`src/rtl/dds_cmd_pkg.sv`:
```
package dds_cmd_pkg;

  localparam int unsigned CMD_W     = 16;
  localparam int unsigned TUNE_W    = 28;
  localparam int unsigned HALF_W    = TUNE_W / 2;
  localparam int unsigned PHASE_W   = 12;

  localparam int unsigned CB_FULLW  = 13;
  localparam int unsigned CB_HALF   = 12;

  localparam logic [CMD_W-1:0] CTRL_POR = 16'h2108;

  typedef enum logic [2:0] {
    DST_CTRL = 3'd0,
    DST_F0   = 3'd1,
    DST_F1   = 3'd2,
    DST_P0   = 3'd3,
    DST_P1   = 3'd4
  } dst_e;

  function automatic dst_e decode_dst(input logic [CMD_W-1:0] w);
    dst_e r;
    case (w[CMD_W-1 -: 2])
      2'b00:   r = DST_CTRL;
      2'b01:   r = DST_F0;
      2'b10:   r = DST_F1;
      default: r = w[CMD_W-3] ? DST_P1 : DST_P0;
    endcase
    return r;
  endfunction

endpackage

```
`src/rtl/dds_in_sync.sv`:
```
module dds_in_sync #(
  parameter int unsigned     N       = 3,
  parameter int unsigned     STAGES  = 2,
  parameter logic [N-1:0]    RST_VAL = '0
) (
  input  logic         clk,
  input  logic         rst_n,
  input  logic [N-1:0] d,
  output logic [N-1:0] q
);

  logic [N-1:0] stg_q [STAGES];

  for (genvar g = 0; g < STAGES; g++) begin : g_stage
    if (g == 0) begin : g_first
      always_ff @(posedge clk or negedge rst_n) begin
        if (!rst_n) stg_q[g] <= RST_VAL;
        else        stg_q[g] <= d;
      end
    end else begin : g_next
      always_ff @(posedge clk or negedge rst_n) begin
        if (!rst_n) stg_q[g] <= RST_VAL;
        else        stg_q[g] <= stg_q[g-1];
      end
    end
  end

  assign q = stg_q[STAGES-1];

endmodule

```
`src/rtl/spi_word_rx.sv`:
```
module spi_word_rx #(
  parameter int unsigned WORD_W = 16
) (
  input  logic              clk,
  input  logic              rst_n,
  input  logic              cs_n_s,
  input  logic              sclk_s,
  input  logic              mosi_s,
  output logic              word_vld,
  output logic [WORD_W-1:0] word
);

  localparam int unsigned CNT_W = $clog2(WORD_W);
  localparam logic [CNT_W-1:0] LAST = CNT_W'(WORD_W - 1);

  logic              sclk_q, sclk_d;
  logic [WORD_W-1:0] sh_q, sh_d;
  logic [CNT_W-1:0]  cnt_q, cnt_d;
  logic              vld_q, vld_d;
  logic [WORD_W-1:0] word_q, word_d;
  logic              fall;
  logic              word_en;

  assign fall = sclk_q & ~sclk_s;

  always_comb begin
    sclk_d  = sclk_s;
    sh_d    = sh_q;
    cnt_d   = cnt_q;
    vld_d   = 1'b0;
    word_d  = word_q;
    word_en = 1'b0;
    if (cs_n_s) begin
      cnt_d = '0;
    end else if (fall) begin
      sh_d = {sh_q[WORD_W-2:0], mosi_s};
      if (cnt_q == LAST) begin
        cnt_d   = '0;
        vld_d   = 1'b1;
        word_en = 1'b1;
        word_d  = {sh_q[WORD_W-2:0], mosi_s};
      end else begin
        cnt_d = cnt_q + 1'b1;
      end
    end
  end

  always_ff @(posedge clk or negedge rst_n) begin
    if (!rst_n) begin
      sclk_q <= 1'b1;
      sh_q   <= '0;
      cnt_q  <= '0;
      vld_q  <= 1'b0;
      word_q <= '0;
    end else begin
      sclk_q <= sclk_d;
      sh_q   <= sh_d;
      cnt_q  <= cnt_d;
      vld_q  <= vld_d;
      if (word_en) word_q <= word_d;
    end
  end

  assign word_vld = vld_q;
  assign word     = word_q;

  // a deasserted select leaves no partial count and no word behind
  assert_cs_clears_count_R8: assert property (@(posedge clk) disable iff (!rst_n)
    cs_n_s |=> (cnt_q == '0) && !vld_q);

  // each completed word is announced by a single-cycle pulse
  assert_word_pulse_single_R1: assert property (@(posedge clk) disable iff (!rst_n)
    vld_q |=> !vld_q);

endmodule

```
`src/rtl/cmd_reg_file.sv`:
```
module cmd_reg_file
  import dds_cmd_pkg::*;
(
  input  logic               clk,
  input  logic               rst_n,
  input  logic               word_vld,
  input  logic [CMD_W-1:0]   word,
  output logic [CMD_W-1:0]   ctrl,
  output logic [TUNE_W-1:0]  freq0,
  output logic [TUNE_W-1:0]  freq1,
  output logic [PHASE_W-1:0] phase0,
  output logic [PHASE_W-1:0] phase1
);

  localparam int unsigned NCH = 2;

  dst_e                dst;
  logic                ch;
  logic [HALF_W-1:0]   half_data;

  logic [CMD_W-1:0]    ctrl_q, ctrl_d;
  logic [TUNE_W-1:0]   freq_q  [NCH];
  logic [TUNE_W-1:0]   freq_d  [NCH];
  logic [PHASE_W-1:0]  phase_q [NCH];
  logic [PHASE_W-1:0]  phase_d [NCH];
  logic                pend_q, pend_d;
  logic                pch_q, pch_d;
  logic [HALF_W-1:0]   plo_q, plo_d;

  assign dst       = decode_dst(word);
  assign half_data = word[HALF_W-1:0];
  assign ch        = (dst == DST_F1) || (dst == DST_P1);

  always_comb begin
    ctrl_d  = ctrl_q;
    freq_d  = freq_q;
    phase_d = phase_q;
    pend_d  = pend_q;
    pch_d   = pch_q;
    plo_d   = plo_q;
    if (word_vld) begin
      unique case (dst)
        DST_CTRL: begin
          ctrl_d = word;
          pend_d = 1'b0;
        end
        DST_F0, DST_F1: begin
          if (ctrl_q[CB_FULLW]) begin
            if (pend_q && (pch_q == ch)) begin
              freq_d[ch] = {half_data, plo_q};
              pend_d     = 1'b0;
            end else begin
              pend_d = 1'b1;
              pch_d  = ch;
              plo_d  = half_data;
            end
          end else if (ctrl_q[CB_HALF]) begin
            freq_d[ch][TUNE_W-1:HALF_W] = half_data;
          end else begin
            freq_d[ch][HALF_W-1:0] = half_data;
          end
        end
        default: begin
          phase_d[ch] = word[PHASE_W-1:0];
        end
      endcase
    end
  end

  always_ff @(posedge clk or negedge rst_n) begin
    if (!rst_n) begin
      ctrl_q <= CTRL_POR;
      pend_q <= 1'b0;
      pch_q  <= 1'b0;
      plo_q  <= '0;
    end else if (word_vld) begin
      ctrl_q <= ctrl_d;
      pend_q <= pend_d;
      pch_q  <= pch_d;
      plo_q  <= plo_d;
    end
  end

  for (genvar c = 0; c < NCH; c++) begin : g_chan
    always_ff @(posedge clk or negedge rst_n) begin
      if (!rst_n) begin
        freq_q[c]  <= '0;
        phase_q[c] <= '0;
      end else if (word_vld) begin
        freq_q[c]  <= freq_d[c];
        phase_q[c] <= phase_d[c];
      end
    end
  end

  assign ctrl   = ctrl_q;
  assign freq0  = freq_q[0];
  assign freq1  = freq_q[1];
  assign phase0 = phase_q[0];
  assign phase1 = phase_q[1];

  // control register moves only on a control-addressed word
  assert_ctrl_hold_R3: assert property (@(posedge clk) disable iff (!rst_n)
    !(word_vld && dst == DST_CTRL) |=> $stable(ctrl_q));

  // phase registers move only on a phase-addressed word
  assert_phase_hold_R4: assert property (@(posedge clk) disable iff (!rst_n)
    !(word_vld && (dst == DST_P0 || dst == DST_P1)) |=> $stable(phase_q[0]) && $stable(phase_q[1]));

  // in full-width mode a write with nothing held never reaches the outputs
  assert_first_half_hidden_R5: assert property (@(posedge clk) disable iff (!rst_n)
    (word_vld && ctrl_q[CB_FULLW] && !pend_q) |=> $stable(freq_q[0]) && $stable(freq_q[1]));

  // a control write leaves no held half behind
  assert_ctrl_drops_pending_R6: assert property (@(posedge clk) disable iff (!rst_n)
    (word_vld && dst == DST_CTRL) |=> !pend_q);

endmodule

```
`src/rtl/dds_cmd_decoder.sv`:
```
module dds_cmd_decoder
  import dds_cmd_pkg::*;
(
  input  logic               clk,
  input  logic               rst_n,
  input  logic               spi_cs_n,
  input  logic               spi_sclk,
  input  logic               spi_mosi,
  output logic [CMD_W-1:0]   ctrl_word,
  output logic [TUNE_W-1:0]  freq0_word,
  output logic [TUNE_W-1:0]  freq1_word,
  output logic [PHASE_W-1:0] phase0_word,
  output logic [PHASE_W-1:0] phase1_word
);

  localparam int unsigned SYNC_STAGES = 2;

  logic [1:0]       rst_pipe_q;
  logic             rst_sync_n;
  logic [2:0]       pins_s;
  logic             word_vld;
  logic [CMD_W-1:0] word;

  always_ff @(posedge clk or negedge rst_n) begin
    if (!rst_n) rst_pipe_q <= 2'b00;
    else        rst_pipe_q <= {rst_pipe_q[0], 1'b1};
  end
  assign rst_sync_n = rst_pipe_q[1];

  dds_in_sync #(
    .N       (3),
    .STAGES  (SYNC_STAGES),
    .RST_VAL (3'b110)
  ) u_sync (
    .clk   (clk),
    .rst_n (rst_sync_n),
    .d     ({spi_cs_n, spi_sclk, spi_mosi}),
    .q     (pins_s)
  );

  spi_word_rx #(
    .WORD_W (CMD_W)
  ) u_rx (
    .clk      (clk),
    .rst_n    (rst_sync_n),
    .cs_n_s   (pins_s[2]),
    .sclk_s   (pins_s[1]),
    .mosi_s   (pins_s[0]),
    .word_vld (word_vld),
    .word     (word)
  );

  cmd_reg_file u_regs (
    .clk      (clk),
    .rst_n    (rst_sync_n),
    .word_vld (word_vld),
    .word     (word),
    .ctrl     (ctrl_word),
    .freq0    (freq0_word),
    .freq1    (freq1_word),
    .phase0   (phase0_word),
    .phase1   (phase1_word)
  );

endmodule

```
`config.mk`:
```
export PLATFORM = sky130hd
export DESIGN_NAME = dds_cmd_decoder
export DESIGN_NICKNAME = d
export VERILOG_FILES = /design/src/rtl/dds_cmd_pkg.sv /design/src/rtl/dds_in_sync.sv /design/src/rtl/spi_word_rx.sv /design/src/rtl/cmd_reg_file.sv /design/src/rtl/dds_cmd_decoder.sv
export SDC_FILE = /design/constraint.sdc
export NUM_CORES = 1
export LEC_CHECK = 0
export BUFFER_PORTS_ARGS = -buffer_cell sky130_fd_sc_hd__buf_4
export CORE_MARGIN = 10
export CORE_UTILIZATION = 50
export DETAILED_ROUTE_END_ITERATION = 10
export GPL_TIMING_DRIVEN = 0
export HOLD_SLACK_MARGIN = 0.05
export MAX_ROUTING_LAYER = met4
export PLACE_DENSITY = 0.77
export REMOVE_ABC_BUFFERS = 1
export SYNTH_ARGS = -nofsm -noshare
export SYNTH_HDL_FRONTEND = slang
export SYNTH_SLANG_ARGS = --single-unit
```
`constraint.sdc`:
```
create_clock -name clk -period 4.5 [get_ports clk]
set_clock_uncertainty 0.05 [all_clocks]
set_input_delay 0 -clock clk [delete_from_list [all_inputs] [get_ports clk]]
set_output_delay 0 -clock clk [all_outputs]
set_load 0.01 [all_outputs]
```
==> impl_metrics.yaml <==
final_layout:
  area_growth_pct: 24.19
  antenna_cells: 0
  nets: 531
  final_common_cell: "dfrtp_1"
  final_cell_mix: "dfrtp_1, buf_4, mux2_2"
  drive_gt1_share_pct: 48.42
  final_core_util_pct: 63.38
  fin_area_um2: 7612
yosys:
  synthAdderAreaFrac_pct: 0.2041
  synth_top_family_by_area: "multiplexers"
  synth_area_leaders: "dfrtp_1, mux2_2, dfstp_2"
  synth_xor_area_share_pct: 0.4082
  synth_largest_area_cell: "dfrtp_1"
  synth.yosys.seq_area_share_pct: 64.26
  yosys_register_bits: 157
  avgSynthCellArea_um2: 14.63
  synth-edff-count: 0
  syn_inst: 419
  synth.area.mux_share_pct: 20.82
  yosys_most_used_dff: "dfrtp_1"
  netlist.area_leader.share_pct: 60.83
  synthDistinctLibCells: 44
  synth_compound_area_share_pct: 6.552
  ys_async_sr_fraction_pct: 100.0
  syn_area_um2: 6130
  synth_warnings: 0
  synth_simple_gate_area_share_pct: 5.552
sta:
  finalHoldViolCount: 0
  whs_ns: 0.1830
  worst_pin_slew_ns: 1.385
  rsz0062_at_grt: "false"
  drv_slew: 0
  max_freq_mhz: 382.7
  setup_viol: 0
  slew_headroom_pct: 7.257
  worst_slack_ns: 1.887
  post-route-min-period_ns: 2.613
  finalCritPeriodShare_pct: 58.07
global_routing:
  grt_antenna_before_repair: 0
  overflow: 0
  track_usage_pct: 16.68
  grt_first_pass_wirelength_mm: 21.24
  grt_max_degree: 58
  grt_pass1_vias: 4075
floorplan:
  io_pins: 101
  die-area_um2: 17090
  coreArea_um2: 12010
  initial_core_util_pct: 51.03
  rows: 40
  fp.dieW_um: 130.7
  die_y_um: 130.7
power_and_ir_drop:
  combPwrFrac_pct: 2.3
  p_sw_share_pct: 19.97
  leakage_nw: 3.846
  p_clk_share_pct: 46.7
  power_mw: 2.916
  p_int_mw: 2.334
  seq_power_share_pct: 51.0
  p_switching_mw: 0.5823
  irDropWorstVdd_v: 0.0002941
  powerDensity_nw_per_um2: 383.1
setup_path:
  cp_cell_sequence: "nand2b_4 > nor2_2 > and4_1 > mux2_2"
  required_ns: 4.74
  cp-start-kind: "register"
  crit_path_top_delay_cell: "and4_1"
  critPathKind: "register to register"
  crit_path_end_kind: "register"
  worstPathMaxFanout: 17
  cp_slowest_stage_delay_ns: 0.81
  arrival_ns: 2.86
route:
  wl_mm: 13.36
  vias: 3758
  route.detailed.drc: 0
  wl_per_cell_um: 19.53
  ant_nets: 0
  viasPerCell: 5.494
  first_iter_violations: 247
  first_pass_iters: 4
clock_network:
  clkTransAtPathRegs_ns: 0.06
  cts_buffers: 17
  root_buffer: "clkbuf_16"
  clock_latency_ns: 0.42
  htree_levels: 4
  post_cts_resized: 0
  cts_tree: "built"
  clk_path_buf_depth: 2
  numClockSinks: 157
run_status:
  status: "finished clean"
placed_design:
  pre_cts_ws_ns: 1.869
  io_buffer_count: 100
  place_area_um2: 6988
  hpwl_mm: 8.972
  gp_congestion: 0.8648
run:
  maxCapViolCount: 0
hold_path:
  hp-class: "input pin to register"
## cell type report
class,count,area (um^2)
Fill cell,901,4399
Sequential cell,157,3943
Multi-Input combinational cell,241,2059
Timing Repair Buffer,107,848.3
Clock buffer,26,519.2
Tap cell,147,183.9
Clock inverter,5,55.05
Inverter,1,3.754
## critical path: cells and delay by family, from the launching register on
| family | cells | cell delay (ns) |
|---|---|---|
| DFF | 1 | 0.55 |
| muxes | 1 | 0.41 |
| and+or+nand+nor | 3 | 1.48 |
## stage by stage
| step | setup TNS (ns) | instances |
|---|---|---|
| 2_1_floorplan | -34.47 | 399 |
| 3_3_place_gp | -232.69 | 646 |
| 3_5_place_dp | 0 | 648 |
| 4_1_cts | 0 | 684 |
| 5_1_grt | 0 | 684 |
| 6_report | 0 | 684 |
## cells by family (layout without fill, tap and decap cells)
family | after synthesis | after routing
flip-flops | 157 | 157
multiplexers | 110 | 110
AND/OR/NAND/NOR | 65 | 65
AO/OA/AOI/OAI | 62 | 62
buffers and inverters | 21 | 139
XOR/XNOR | 2 | 2
adder cells (fa/ha/maj) | 1 | 1
other | 1 | 1
## power groups by stage
| stage | clock [mW] | combinational [mW] | sequential [mW] |
|---|---|---|---|
| finish | 1.36 | 0.0664 | 1.49 |
| global route | 1.45 | 0.0749 | 1.49 |
| CTS | 1.39 | 0.0687 | 1.49 |
| detailed placement | 0 | 0.0647 | 1.51 |
| global placement | 0 | 0.0409 | 1.53 |
| floorplan | 0 | 0.0360 | 1.51 |
## routing by layer
metal  routed length, um  global-route usage, %  up-vias
met2                6725                  26.67      103
met5                   0                      -        -
met3                 720                  4.714       13
met4                 159                  6.213        0
met1                5757                  19.81     1938
li1                    -                      -     1704
## cell usage after synthesis, types with 4 or more instances
master   number
buf_2        14
a21oi_1      31
a21oi_2       4
dfstp_2       8
dfrtp_1     149
a22oi_1      13
mux2_4       10
nor2_1       30
mux2_2       98
nor2b_1       5
nand2_1      11
## sequential cells by signal, summed over array words and instances (netlist names)
| signal | count |
|---|---|
| u_regs.plo_q | 14 |
| u_rx.word_vld | 1 |
| u_regs.ctrl | 16 |
| u_regs.pch_q | 1 |
| u_rx.sclk_q | 1 |
| u_rx.cnt_q | 4 |
| u_regs.pend_q | 1 |
| u_regs.freq1 | 28 |
| u_regs.phase1 | 12 |
| u_regs.freq0 | 28 |
| u_rx.word | 16 |
| rst_pipe_q | 2 |
| u_sync.q | 3 |
| u_rx.sh_q | 15 |
| u_sync.stg_q | 3 |
| u_regs.phase0 | 12 |
## repair_timing
action,in CTS,in global routing
setup endpoints to repair,0,0
endpoints found under the hold margin,5,0
hold buffers,5,0
setup buffers,0,0
## final timing paths
check | slack, ns | start | to | cells after the start
worst max-delay path | 1.89 | u_rx.sclk_q | u_rx.word[15] | 4
worst min-delay path | 0.18 | spi_cs_n | u_sync.stg_q[5] | 2
worst max register to register | 1.89 | u_rx.sclk_q | u_rx.word[15] | 4
worst min register to register | 0.30 | u_sync.stg_q[3] | u_sync.q[0] | 0
max in group asynchronous | 3.27 | rst_pipe_q[1] | u_rx.sclk_q | 1
min in group asynchronous | 0.36 | rst_pipe_q[1] | u_regs.phase1[4] | 0
Note: power is estimated with default switching activity, not from simulation.
